===== config.mk =====
export PLATFORM = sky130hd
export DESIGN_NAME = i2c_byte_shifter
export DESIGN_NICKNAME = d
export VERILOG_FILES = /design/src/rtl/i2cs_pkg.sv /design/src/rtl/i2cs_bit_counter.sv /design/src/rtl/i2cs_shift_pair.sv /design/src/rtl/i2cs_status_reg.sv /design/src/rtl/i2c_byte_shifter.sv
export SDC_FILE = /design/constraint.sdc
export NUM_CORES = 1
export LEC_CHECK = 0
export ABC_CLOCK_PERIOD_IN_PS = 1760
export BUFFER_PORTS_ARGS = -buffer_cell sky130_fd_sc_hd__buf_4
export CORE_ASPECT_RATIO = 1.75
export CORE_MARGIN = 4
export CORE_UTILIZATION = 48
export DETAILED_ROUTE_END_ITERATION = 8
export HOLD_SLACK_MARGIN = 0.05
export PLACE_DENSITY = 0.74
export SLEW_MARGIN = 20
export SYNTH_ARGS = -nofsm -noshare
export SYNTH_HDL_FRONTEND = slang
export SYNTH_SLANG_ARGS = --single-unit

===== constraint.sdc =====
create_clock -name clk -period 1.76 [get_ports clk]
set_clock_uncertainty 0.05 [all_clocks]
set_input_delay 0.528 -clock clk [delete_from_list [all_inputs] [get_ports clk]]
set_output_delay 0.528 -clock clk [all_outputs]
set_load 0.02 [all_outputs]

===== src/rtl/i2cs_pkg.sv =====
package i2cs_pkg;
    typedef enum logic [1:0] {
        ST_IDLE = 2'd0,
        ST_BITS = 2'd1,
        ST_ACK  = 2'd2
    } shf_state_t;
endpackage


===== src/rtl/i2cs_bit_counter.sv =====
module i2cs_bit_counter #(
    parameter int BYTE_W = 8,
    localparam int CW = (BYTE_W > 1) ? $clog2(BYTE_W) : 1
) (
    input  logic clk,
    input  logic rst_n,
    input  logic load_i,
    input  logic step_i,
    output logic last_o
);
    logic [CW-1:0] cnt_q;

    always_ff @(posedge clk or negedge rst_n) begin
        if (!rst_n) begin
            cnt_q <= '0;
        end else if (load_i) begin
            cnt_q <= CW'(BYTE_W - 1);
        end else if (step_i && (cnt_q != '0)) begin
            cnt_q <= cnt_q - 1'b1;
        end
    end

    assign last_o = (cnt_q == '0);
endmodule


===== src/rtl/i2cs_shift_pair.sv =====
module i2cs_shift_pair #(
    parameter int BYTE_W = 8
) (
    input  logic              clk,
    input  logic              rst_n,
    input  logic              load_i,
    input  logic [BYTE_W-1:0] load_val_i,
    input  logic              shift_out_i,
    input  logic              shift_in_i,
    input  logic              bus_bit_i,
    output logic              out_bit_o,
    output logic [BYTE_W-1:0] in_byte_o
);
    logic [BYTE_W-1:0] out_q;
    logic [BYTE_W-1:0] in_q;

    always_ff @(posedge clk or negedge rst_n) begin
        if (!rst_n) begin
            out_q <= '0;
        end else if (load_i) begin
            out_q <= load_val_i;
        end else if (shift_out_i) begin
            out_q <= {out_q[BYTE_W-2:0], 1'b1};
        end
    end

    always_ff @(posedge clk or negedge rst_n) begin
        if (!rst_n) begin
            in_q <= '0;
        end else if (shift_in_i) begin
            in_q <= {in_q[BYTE_W-2:0], bus_bit_i};
        end
    end

    assign out_bit_o = out_q[BYTE_W-1];
    assign in_byte_o = in_q;
endmodule


===== src/rtl/i2cs_status_reg.sv =====
module i2cs_status_reg (
    input  logic clk,
    input  logic rst_n,
    input  logic clear_i,
    input  logic capture_i,
    input  logic lost_i,
    input  logic addr_i,
    input  logic nack_i,
    output logic done_o,
    output logic arb_lost_o,
    output logic lost_addr_o,
    output logic nack_o,
    output logic to_idle_o,
    output logic to_slave_o
);
    always_ff @(posedge clk or negedge rst_n) begin
        if (!rst_n) begin
            done_o      <= 1'b0;
            arb_lost_o  <= 1'b0;
            lost_addr_o <= 1'b0;
            nack_o      <= 1'b0;
            to_idle_o   <= 1'b0;
            to_slave_o  <= 1'b0;
        end else begin
            done_o <= capture_i;
            if (clear_i) begin
                arb_lost_o  <= 1'b0;
                lost_addr_o <= 1'b0;
                nack_o      <= 1'b0;
                to_idle_o   <= 1'b0;
                to_slave_o  <= 1'b0;
            end else if (capture_i) begin
                arb_lost_o  <= lost_i;
                lost_addr_o <= lost_i && addr_i;
                nack_o      <= !lost_i && nack_i;
                to_idle_o   <= (lost_i && !addr_i) || (!lost_i && nack_i);
                to_slave_o  <= lost_i && addr_i;
            end
        end
    end

    // the two outcomes exclude each other
    a_r8_outcome_exclusive: assert property (@(posedge clk) disable iff (!rst_n)
        !(to_idle_o && to_slave_o));
    // a NACK always means return to idle and never coexists with a loss
    a_r6_nack_to_idle: assert property (@(posedge clk) disable iff (!rst_n)
        nack_o |-> (to_idle_o && !arb_lost_o));
    // address-phase loss implies a loss
    a_r8_addr_implies_lost: assert property (@(posedge clk) disable iff (!rst_n)
        lost_addr_o |-> arb_lost_o);
endmodule


===== src/rtl/i2c_byte_shifter.sv =====
module i2c_byte_shifter
    import i2cs_pkg::*;
#(
    parameter int BYTE_W = 8
) (
    input  logic              clk,
    input  logic              rst_n,
    input  logic              start_i,
    input  logic              rx_mode_i,
    input  logic              addr_phase_i,
    input  logic [BYTE_W-1:0] tx_byte_i,
    input  logic              ack_send_i,
    input  logic              scl_rise_i,
    input  logic              scl_fall_i,
    input  logic              sda_i,
    output logic              sda_pull_o,
    output logic [BYTE_W-1:0] data_o,
    output logic              busy_o,
    output logic              done_o,
    output logic              arb_lost_o,
    output logic              lost_addr_o,
    output logic              nack_o,
    output logic              to_idle_o,
    output logic              to_slave_o
);
    shf_state_t state_q, state_d;

    logic rx_q, addr_q, ack_q, lost_q, nack_q;
    logic load, rise, fall, last_bit, out_bit, lose_now, finish;

    // strobe qualification: a rise strobe takes priority over a fall strobe
    assign load = (state_q == ST_IDLE) && start_i;
    assign rise = scl_rise_i;
    assign fall = scl_fall_i && !scl_rise_i;

    assign lose_now = (state_q == ST_BITS) && rise && !rx_q && !lost_q
                      && out_bit && !sda_i;
    assign finish   = ((state_q == ST_BITS) && fall && last_bit && lost_q)
                   || ((state_q == ST_ACK) && fall);

    // state register
    always_ff @(posedge clk or negedge rst_n) begin
        if (!rst_n) begin
            state_q <= ST_IDLE;
        end else begin
            state_q <= state_d;
        end
    end

    // next state
    always_comb begin
        state_d = state_q;
        unique case (state_q)
            ST_IDLE: if (start_i) state_d = ST_BITS;
            ST_BITS: if (fall && last_bit) state_d = lost_q ? ST_IDLE : ST_ACK;
            ST_ACK:  if (fall) state_d = ST_IDLE;
            default: state_d = ST_IDLE;
        endcase
    end

    // transfer flags
    always_ff @(posedge clk or negedge rst_n) begin
        if (!rst_n) begin
            rx_q   <= 1'b0;
            addr_q <= 1'b0;
            ack_q  <= 1'b0;
            lost_q <= 1'b0;
            nack_q <= 1'b0;
        end else if (load) begin
            rx_q   <= rx_mode_i;
            addr_q <= addr_phase_i;
            ack_q  <= ack_send_i;
            lost_q <= 1'b0;
            nack_q <= 1'b0;
        end else begin
            if (lose_now) lost_q <= 1'b1;
            if ((state_q == ST_ACK) && rise) nack_q <= !rx_q && sda_i;
        end
    end

    // outputs
    always_comb begin
        sda_pull_o = 1'b0;
        busy_o     = 1'b1;
        unique case (state_q)
            ST_IDLE: busy_o = 1'b0;
            ST_BITS: sda_pull_o = !rx_q && !lost_q && !out_bit;
            ST_ACK:  sda_pull_o = rx_q && ack_q;
            default: busy_o = 1'b0;
        endcase
    end

    i2cs_bit_counter #(.BYTE_W(BYTE_W)) u_cnt (
        .clk    (clk),
        .rst_n  (rst_n),
        .load_i (load),
        .step_i ((state_q == ST_BITS) && fall),
        .last_o (last_bit)
    );

    i2cs_shift_pair #(.BYTE_W(BYTE_W)) u_shift (
        .clk         (clk),
        .rst_n       (rst_n),
        .load_i      (load),
        .load_val_i  (tx_byte_i),
        .shift_out_i ((state_q == ST_BITS) && fall),
        .shift_in_i  ((state_q == ST_BITS) && rise),
        .bus_bit_i   (sda_i),
        .out_bit_o   (out_bit),
        .in_byte_o   (data_o)
    );

    i2cs_status_reg u_status (
        .clk         (clk),
        .rst_n       (rst_n),
        .clear_i     (load),
        .capture_i   (finish),
        .lost_i      (lost_q),
        .addr_i      (addr_q),
        .nack_i      (nack_q),
        .done_o      (done_o),
        .arb_lost_o  (arb_lost_o),
        .lost_addr_o (lost_addr_o),
        .nack_o      (nack_o),
        .to_idle_o   (to_idle_o),
        .to_slave_o  (to_slave_o)
    );

    // SDA drive never moves on a rising strobe while a byte is active
    a_r3_stable_on_rise: assert property (@(posedge clk) disable iff (!rst_n)
        (scl_rise_i && state_q != ST_IDLE) |=> $stable(sda_pull_o));
    // once arbitration is lost the data bits are released
    a_r5_release_after_loss: assert property (@(posedge clk) disable iff (!rst_n)
        (lost_q && state_q == ST_BITS) |-> !sda_pull_o);
    // the end pulse follows a fall strobe and leaves the block idle
    a_r9_done_after_fall: assert property (@(posedge clk) disable iff (!rst_n)
        done_o |-> ($past(scl_fall_i) && !busy_o));
    // an accepted start clears the status in the next cycle
    a_r10_clear_on_start: assert property (@(posedge clk) disable iff (!rst_n)
        (start_i && !busy_o) |=> !(arb_lost_o || nack_o || to_idle_o || to_slave_o));
    // receive mode never drives a data bit
    a_r7_rx_no_data_drive: assert property (@(posedge clk) disable iff (!rst_n)
        (rx_q && state_q == ST_BITS) |-> !sda_pull_o);
endmodule


==> run metrics <==
fin crit share 118.4%; initial antenna violation count 0; cell area after synthesis 0.001556 mm2; TritonCTS Sinks 31; CP Max Fanout 2; setup tns final -0.4652 ns; Core ar. 0.003142 mm2; placed inst area 0.001868 mm2; post-synthesis mux area share 14.71%; Max Cap Viol 0; die width 51.05 um; Syn Inst Count 140; Avg WL per Cell 15.21 um; Final Wtd Congestion 0.8845; largest net degree at the start of global routing 32; global-route wire length before repair 5858 um; vias in the first global route 1,308; Synth cell types 32; CTS hold repair buffers 0; Synth Area in Adders 4.823%; Clock Latency Late Sink 0.29 ns; io pins 33; Fmax 0.4799 GHz; max_slew headroom 73.89%; vias post-DR 1,171; Syn Nets 163; setup violators final 2; H-tree levels 2; arrival time worst endpoint 1.51 ns; largest family of logic cells by synthesized area simple AND/OR/NAND/NOR gates; port buffer count 32; Clock Tree Buf Depth 2; antenna-violating nets left 0; DP Wirelength 2563 um; Leakage Power 0.0009550 uW; Worst Tran Pin Value 0.3917 ns; Die Y 83.33 um; WL final 3406 um; Crit Path Category reg -> out; top-area cell type share of the netlist area 49.84%; dominant cells by area after synthesis dfrtp_1, mux2_2, mux2i_1; Final Core Density 63.48%; Yosys top cell by area dfrtp_1; startpoint class of the critical path flip-flop; Synth Area in XOR/XNOR 0%; fin area 0.001994 mm2; Hold Slack 0.1109 ns; unrepaired setup endpoints after global routing true; global route total overflow 0; failing checks setup timing; Post-route DRC 0; Synth async-reset ratio 100.0%; VDD IR max 1117 uV; PwrDens 1573 mW/mm2; flops & latches, synth 31; smallest setup slack after layout -0.3239 ns; post-synthesis compound-gate area fraction 9.486%; Worst Path Required 1.18 ns; root buffer cell clkbuf_8; status complete, but fails checks; sequential-to-total area share from yosys stat 49.84%; die outline area 0.004254 mm2; Total GRT Usage 18.32%; Yosys warnings 0; CTS tree yes; Crit. End Element output pin; Layout Nets 203; CTS Buf Count 5; Rows 27; DR iter-0 viols 24; Syn Area/Cell 11.12 um2; Top FF cell, synth dfrtp_1; Synth Area in Simple Gates 16.08%; DR pass1 iterations 4; Antenna Cells 0; Final Hold Vio Count 0; Area growth syn-to-layout 28.13%; min-delay worst type in -> async; min Tclk post-route 2.084 ns; Worst-path clk slew 0.07 ns; routed vias/inst 5.228; fillers 256; EDFF count, synth 0; max-slew violations 0; Starting Density 49.54%; Pwr Total 3137 uW; share of cells above drive strength 1 38.67%
[metrics by stage]
stage	std cells	setup slack [ns]
finish	224	-0.3239
global route	224	-0.4108
CTS	224	-0.3251
detailed placement	215	-0.01891
global placement	215	0.05679
floorplan	140	0.0001595
[per-layer routing]
| layer | vias up | part of all wire [%] | global-route usage [%] |
|---|---|---|---|
| met2 | 32 | 52 | 30.32 |
| li1 | 572 | - | - |
| met1 | 560 | 39 | 19.23 |
| met5 | - | 0 | 0 |
| met3 | 7 | 6.1 | 5.566 |
| met4 | 0 | 2.8 | 12.01 |
[placed cells by master (no fill, tap or decap), types with 2 or more instances in the layout]
cell       n
inv_1      4
inv_2      3
ha_1       4
nand4b_1   2
nand2_1    9
a41oi_1    2
nand4_1    3
mux2_2    11
o21ai_0    4
mux2i_1    9
nand2b_1   2
clkbuf_8   7
nor2_1    11
nand3_1    5
dfrtp_1   31
a21oi_1   11
nor2b_1    5
buf_4     40
[path summary, 6_finish.rpt]
check	slack, ns	endpoint	start	cells past startpoint
worst max-delay path	-0.32	sda_pull_o	state_q[1]	6
worst min-delay path	0.11	u_cnt.cnt_q[0]	rst_n	1
worst max register to register	0.13	state_q[0]	state_q[0]	6
worst min register to register	0.47	ack_q	ack_q	1
max in group asynchronous	1.26	u_shift.in_byte_o[0]	rst_n	1
min in group clk	0.42	ack_q	ack_send_i	2
[power by group]
group | internal (uW) | switching (uW)
Sequential | 994 | 217
Combinational | 653 | 655
Clock | 356 | 262
Total | 2000 | 1130
[synth_stat cells (2+ instances only)]
library cell / instances
dfrtp_1: 31
a21oi_1: 11
mux2_2: 11
nor2_1: 11
mux2i_1: 9
nand2_1: 9
inv_1: 7
ha_1: 6
nand3_1: 5
nor2b_1: 5
o21ai_0: 4
buf_2: 3
nand4_1: 3
a41oi_1: 2
and2_1: 2
buf_6: 2
clkbuf_1: 2
nand2b_1: 2
nand4b_1: 2
[cell type report]
| class | instances | area [um2] | share of cell area [%] |
|---|---|---|---|
| inverters | 7 | 26.28 | 1.317 |
| well taps | 43 | 53.80 | 2.698 |
| flip-flops and latches | 31 | 775.7 | 38.90 |
| clock buffers | 8 | 100.1 | 5.019 |
| repair buffers | 41 | 311.5 | 15.62 |
| multi-input cells | 94 | 726.9 | 36.45 |
[registers in the layout, summed over array words and instances, names as in the netlist]
name / flops
u_status.to_idle_o: 1
u_status.done_o: 1
u_status.arb_lost_o: 1
u_status.lost_addr_o: 1
u_shift.in_byte_o: 8
state_q: 2
ack_q: 1
addr_q: 1
u_shift.out_q: 8
u_cnt.cnt_q: 3
rx_q: 1
nack_q: 1
lost_q: 1
u_status.nack_o: 1
[logic make-up after synthesis]
logic type / count (synthesis)
AO/OA/AOI/OAI: 23
multiplexers: 21
buffers and inverters: 15
adder cells (fa/ha/maj): 6
AND/OR/NAND/NOR: 44
flip-flops: 31
[critical path, stage by stage (launching register included)]
cell     delay (ns)
dfrtp_1        0.40
inv_2          0.07
ha_2           0.18
inv_2          0.05
o41ai_2        0.21
and2_4         0.18
buf_4          0.13
[what timing repair did]
item                       CTS  global route
buffers inserted             1             1
setup endpoints to repair    2             2
resized for setup            6             0
hold endpoints to repair     0             0
pin swaps                    3             1
No activity file was read; power rests on OpenSTA's default activity.
